`src/rtl/rfsh_pkg.sv`:
```
package rfsh_pkg;

   typedef struct packed {
      logic inc;
      logic dec;
   } bal_step_t;

   function automatic logic signed [1:0] step_delta(input bal_step_t s);
      logic signed [1:0] d;
      case ({s.inc, s.dec})
         2'b10:   d = 2'sb01;
         2'b01:   d = 2'sb11;
         default: d = 2'sb00;
      endcase
      return d;
   endfunction

endpackage

```
`src/rtl/rfsh_balance.sv`:
```
module rfsh_balance
   import rfsh_pkg::*;
#(
   parameter int BW     = 10,
   parameter bit SAT_EN = 1'b1
) (
   input  logic                 clk,
   input  logic                 rst_n,
   input  logic                 clear,
   input  bal_step_t            step,
   output logic signed [BW-1:0] bal
);

   logic signed [1:0]  delta;
   logic signed [BW:0] sum;
   logic signed [BW-1:0] nxt;

   assign delta = step_delta(step);
   assign sum   = {bal[BW-1], bal} + {{(BW-1){delta[1]}}, delta};

   generate
      if (SAT_EN) begin : g_sat
         always_comb begin
            if (sum[BW] != sum[BW-1])
               nxt = sum[BW] ? {1'b1, {(BW-1){1'b0}}} : {1'b0, {(BW-1){1'b1}}};
            else
               nxt = sum[BW-1:0];
         end
      end else begin : g_wrap
         assign nxt = sum[BW-1:0];
      end
   endgenerate

   always_ff @(posedge clk or negedge rst_n) begin
      if (!rst_n)     bal <= '0;
      else if (clear) bal <= '0;
      else            bal <= nxt;
   end

endmodule

```
`src/rtl/rfsh_policy.sv`:
```
module rfsh_policy #(
   parameter int LW          = 8,
   parameter int BW          = LW + 2,
   parameter bit PREPAY_IMPL = 1'b1
) (
   input  logic                 clk,
   input  logic                 rst_n,
   input  logic signed [BW-1:0] bal,
   input  logic                 busy,
   input  logic                 postpone_en,
   input  logic                 pullin_en,
   input  logic                 manual,
   input  logic [LW-1:0]        lower,
   input  logic [LW-1:0]        upper,
   input  logic [LW-1:0]        prepay,
   output logic                 want
);

   localparam int PAD = BW - LW;

   logic signed [BW-1:0] lo_s, hi_s, pre_floor;
   logic panic_q, stream, owed_direct, owed_idle, early;

   assign lo_s = $signed({{PAD{1'b0}}, lower});
   assign hi_s = $signed({{PAD{1'b0}}, upper});

   assign stream = !manual && postpone_en && (panic_q || (bal >= hi_s)) && (bal > lo_s);

   assign owed_direct = !postpone_en && (bal > 0);
   assign owed_idle   = postpone_en && !busy && (bal > lo_s);

   generate
      if (PREPAY_IMPL) begin : g_prepay
         assign pre_floor = -$signed({{PAD{1'b0}}, prepay});
         assign early     = pullin_en && !busy && (bal > pre_floor);
      end else begin : g_noprepay
         logic unused_pre;
         assign unused_pre = pullin_en ^ (^prepay);
         assign pre_floor  = '0;
         assign early      = 1'b0;
      end
   endgenerate

   assign want = !manual && (owed_direct || stream || owed_idle || early);

   always_ff @(posedge clk or negedge rst_n) begin
      if (!rst_n) panic_q <= 1'b0;
      else        panic_q <= stream;
   end

endmodule

```
`src/rtl/rfsh_req_hs.sv`:
```
module rfsh_req_hs (
   input  logic clk,
   input  logic rst_n,
   input  logic want,
   input  logic ack,
   output logic req,
   output logic take
);

   assign take = req && ack;

   always_ff @(posedge clk or negedge rst_n) begin
      if (!rst_n)          req <= 1'b0;
      else if (take)       req <= 1'b0;
      else if (!req && want) req <= 1'b1;
   end

endmodule

```
`src/rtl/rfsh_debt_sched.sv`:
```
module rfsh_debt_sched
   import rfsh_pkg::*;
#(
   parameter int LIM_W       = 8,
   parameter bit SAT_EN      = 1'b1,
   parameter bit PREPAY_IMPL = 1'b1
) (
   input  logic             clk,
   input  logic             rst_n,
   input  logic             tick_i,
   input  logic             busy_i,
   input  logic             postpone_en_i,
   input  logic             pullin_en_i,
   input  logic             manual_i,
   input  logic [LIM_W-1:0] lower_i,
   input  logic [LIM_W-1:0] upper_i,
   input  logic [LIM_W-1:0] prepay_i,
   input  logic             ack_i,
   output logic             req_o
);

   localparam int BAL_W = LIM_W + 2;

   generate
      if (LIM_W < 2) begin : g_bad_lim
         $error("rfsh_debt_sched: LIM_W must be at least 2");
      end
      if (LIM_W > 30) begin : g_big_lim
         $error("rfsh_debt_sched: LIM_W must not exceed 30");
      end
   endgenerate

   logic signed [BAL_W-1:0] bal_q;
   bal_step_t step;
   logic want, take;

   assign step.inc = tick_i;
   assign step.dec = take && !manual_i;

   rfsh_balance #(.BW(BAL_W), .SAT_EN(SAT_EN)) u_bal (
      .clk   (clk),
      .rst_n (rst_n),
      .clear (manual_i),
      .step  (step),
      .bal   (bal_q)
   );

   rfsh_policy #(.LW(LIM_W), .BW(BAL_W), .PREPAY_IMPL(PREPAY_IMPL)) u_pol (
      .clk         (clk),
      .rst_n       (rst_n),
      .bal         (bal_q),
      .busy        (busy_i),
      .postpone_en (postpone_en_i),
      .pullin_en   (pullin_en_i),
      .manual      (manual_i),
      .lower       (lower_i),
      .upper       (upper_i),
      .prepay      (prepay_i),
      .want        (want)
   );

   rfsh_req_hs u_hs (
      .clk   (clk),
      .rst_n (rst_n),
      .want  (want),
      .ack   (ack_i),
      .req   (req_o),
      .take  (take)
   );

endmodule

```
`config.mk`:
```
export PLATFORM = sky130hd
export DESIGN_NAME = rfsh_debt_sched
export DESIGN_NICKNAME = d
export VERILOG_FILES = /design/src/rtl/rfsh_pkg.sv /design/src/rtl/rfsh_balance.sv /design/src/rtl/rfsh_policy.sv /design/src/rtl/rfsh_req_hs.sv /design/src/rtl/rfsh_debt_sched.sv
export SDC_FILE = /design/constraint.sdc
export NUM_CORES = 1
export LEC_CHECK = 0
export BUFFER_PORTS_ARGS = -buffer_cell sky130_fd_sc_hd__buf_2
export CAP_MARGIN = 20
export CORE_AREA = 2 2 65 67
export DETAILED_ROUTE_END_ITERATION = 8
export DIE_AREA = 0 0 67 69
export PLACE_DENSITY = 0.75
export SLEW_MARGIN = 20
export SYNTH_ARGS = -nofsm -noshare
export SYNTH_HDL_FRONTEND = slang
export SYNTH_SLANG_ARGS = --single-unit
export TNS_END_PERCENT = 100
```
`constraint.sdc`:
```
create_clock -name clk -period 2.7 [get_ports clk]
set_clock_uncertainty 0.1 [all_clocks]
set_input_delay 0.135 -clock clk [delete_from_list [all_inputs] [get_ports clk]]
set_output_delay 0.135 -clock clk [all_outputs]
set_load 0.02 [all_outputs]
```
==> impl_metrics.csv <==
group,metric,value,unit
yosys,synth_flop_cell,"dfrtp_1",
worst_setup_path,arrival,2.73,ns
power,p_leak,1.169,nW
final_layout,drive_gt1_share,32.96,%
yosys,synth_area_leaders,"ha_1 (28%), dfrtp_1 (18%), a21oi_1 (5.6%), inv_1 (5.3%), nand2_1 (4.6%)",
status,violations,"negative setup slack",
power,p_sw,788.4,uW
yosys,yosys.area.top_type,"ha_1",
clocking,clock-sinks,12,
timing,setup_slack,-0.002413,ns
routing,via_count,1703,
yosys,synth_area,1712,sq um
routing,drt_wl_total,4404,um
routing,drc,0,
yosys,synth_seq_cells,12,
status,outcome,"complete, but fails checks",
timing,period_share,100.1,%
worst_setup_path,critical_path_class,"register to register",
run,cap_violations,0,
die,pin_count,33,
yosys,syn_avg_cell_area,8.229,sq um
final_layout,nNetsFinal,339,
timing,worst_slew_pin_slew,0.4828,ns
placement,place_congestion,0.8794,
yosys,yosysSeqAreaShare,17.54,%
final_layout,final_area,2272,sq um
worst_setup_path,end_kind,"register",
worst_setup_path,cp_data_required_time,2.72,ns
die,coreArea,3914,sq um
grt,grt_pass1_wl,7403,um
power,peakVddDrop,390.9,uV
min_path,whs_path_depth,3,
die,num_rows,23,
min_path,worstHoldEndpoint,"u_hs.req$_DFFE_PN0P_",
clocking,cts_buffer_depth,2,
routing,drt_iter0_drc,126,
die,start_util,43.73,%
worst_setup_path,r2r_slack,-0.002,ns
clocking,clock_latency,0.24,ns
clocking,path_clk_slew,0.05,ns
routing,vias_per_cell,5.372,
clocking,cts_htree_levels,1,
timing,setup_viol,2,
final_layout,syn2layout_area_growth,32.75,%
yosys,synth_top_area_share,27.78,%
yosys,ys.warnings.count,0,
final_layout,fillCellCount,369,
routing,dr.pass1.iters,4,
clocking,cts_root_buf,"clkbuf_8",
timing,rsz0062_at_grt,"yes",
power,p_int,924.5,uW
final_layout,fin_cells,317,
power,switching_share,46.03,%
final_layout,n_antenna_cell,0,
power,seq_power_share,22.3,%
grt,grt_pass1_vias,1692,
worst_setup_path,r2r_cells,13,
die,fp.dieW,67,um
worst_setup_path,worstReg2RegStart,"u_hs.req$_DFFE_PN0P_",
timing,timing.fmax,370.0,MHz
placement,dp.cells,305,
clocking,numCtsBuffers,3,
yosys,synth_edf_count,0,
power,clkPwrFrac,11.3,%
grt,antenna_found_initial,0,
worst_setup_path,path_max_fanout,4,
yosys,ys_types,39,
die,die_h,69,um
timing,hold_viol_final,0,
grt,grt-ovfl-total,0,
die,dieArea,4623,sq um
timing,relSlewSlack,67.39,%
yosys,async_flop_share,100.0,%
grt,grt.total_usage,19.98,%
yosys,synth_fp_nets,279,
routing,antenna_left,0,
timing,maxSlewViolCount,0,
worst_setup_path,crit_start,"u_hs.req$_DFFE_PN0P_",
worst_setup_path,timing.rr.end,"u_bal.bal[4]$_DFF_PN0_",
timing,period_needed,2.702,ns
grt,grt_max_degree,13,
routing,wl_per_cell,13.89,um
placement,port_buffers,32,
min_path,hold_start,"busy_i",
power,pwr-share-comb,66.4,%
power,powerDensity,753.9,nW/um^2
placement,placed_area,2057,sq um
clocking,cts_tree,"built",
placement,place_hpwl,3414,um
yosys,netlist_instances,208,
worst_setup_path,cp-start-kind,"register",
min_path,min_path_type,"input port to register",
power by group through the flow:
stage	Sequential [mW]	Combinational [mW]	Clock [mW]
floorplan	0.346	0.685	0
global placement	0.380	0.988	0
detailed placement	0.383	1.01	0
CTS	0.379	1.06	0.196
global route	0.398	1.29	0.204
finish	0.383	1.14	0.193
metrics by stage:
| stage | TNS [ns] | utilization [%] | worst slack, ns | power, mW | hold WS (ns) |
|---|---|---|---|---|---|
| floorplan | -0.5738 | - | -0.07046 | 1.031 | -0.2606 |
| global placement | -0.1487 | 52.56 | -0.03017 | 1.368 | -0.08459 |
| detailed placement | -0.5867 | 52.56 | -0.08720 | 1.391 | -0.07909 |
| CTS | 0 | 56.30 | 0.006902 | 1.639 | 0.08548 |
| global route | -0.9714 | 58.06 | -0.1144 | 1.890 | 0.1188 |
| finish | -0.003277 | 58.06 | -0.002413 | 1.713 | 0.09735 |
cell usage in the layout (no fill, tap or decap), types with 3 or more instances in the layout:
cell and instances:
nand4_1 3, buf_4 21, clkbuf_8 4, buf_2 32, nor2b_1 7, nor2_1 13, a21oi_2 7, nand2_2 4
xnor2_1 5, xor2_1 6, nor3_1 3, a31oi_1 3, dfrtp_1 11, ha_1 35, o21ai_0 8, nor4_1 3
a21oi_1 14, nand2b_1 3, a211oi_1 3, nand2_1 18, inv_1 23
synth_stat cells, types with 2 or more instances:
cell and n:
a311oi_1 2, nand3_1 2, a21o_1 2, nand2_1 21, xnor2_1 6, nor2_1 15
o21ai_0 9, a211oi_1 3, a31oi_1 3, dfrtp_1 12, a211o_1 2, o21a_1 2
nor3b_1 2, nand4_1 3, xor2_1 6, a21oi_2 2, nor2b_1 7, a21oi_1 19
nand2b_1 3, nor4_1 3, nor3_1 3, a211oi_2 2, inv_1 24, or4_1 2
o211ai_1 2, ha_1 38
worst max path at each step:
stage,depth (start not counted),to,slack (ns)
final,13,u_bal.bal[4]$_DFF_PN0_,-0.002
after global routing,13,u_bal.bal[4]$_DFF_PN0_,-0.11
after CTS,13,u_bal.bal[8]$_DFF_PN0_,0.007
after detailed placement,10,u_bal.bal[3]$_DFF_PN0_,-0.09
after global placement,10,u_bal.bal[1]$_DFF_PN0_,-0.03
after floorplan,12,u_bal.bal[4]$_DFF_PN0_,-0.07
cells by family (layout without fill, tap and decap cells):
kind of cell | Yosys count | in the layout | share of synthesized area (%)
adders and majority gates | 39 | 39 | 28.95
xor gates and xnor gates | 12 | 12 | 6.140
buffers and inverters | 25 | 82 | 5.482
and+or+nand+nor | 64 | 65 | 18.49
AOI/OAI and AO/OA | 56 | 57 | 23.39
DFF | 12 | 12 | 17.54
cell type report:
type / count / area (sq um) / share of cell area, %
Clock buffer: 4 / 55.05 / 2.423
Inverter: 24 / 90.09 / 3.965
Multi-Input combinational cell: 173 / 1435 / 63.16
Sequential cell: 12 / 301.5 / 13.27
Tap cell: 50 / 62.56 / 2.753
Timing Repair Buffer: 54 / 327.8 / 14.43
per-layer routing:
layer	up-vias	GRT usage [%]	routed length, um	part of all wire (%)
li1	877	-	-	-
met1	771	27.31	2061	47
met2	45	32.34	2043	46
met3	10	2.447	200	4.5
met4	0	6.122	98	2.2
met5	-	0	0	0
state kept, by name, summed over array words and instances (netlist names):
name,cells
u_hs.req,1
u_pol.panic_q,1
u_bal.bal,10
critical path, cell delays in order, from the launching register on:
cell       delay, ns
dfrtp_2         0.41
nand2_2         0.07
nor2_2          0.05
ha_4            0.25
inv_2           0.03
ha_4            0.15
fa_2            0.36
a211oi_2        0.25
o211ai_1        0.15
a311oi_2        0.23
buf_4           0.19
o2111ai_4       0.15
o211ai_2        0.12
a21oi_2         0.06
what timing repair did:
item	CTS	global route
gates resized for setup	5	17
setup endpoints to repair	9	9
pin swaps	9	17
setup buffers	4	2
cloned	2	0
hold buffers	1	0
hold endpoints to repair	12	0
Note: power is estimated with default switching activity, not from simulation.
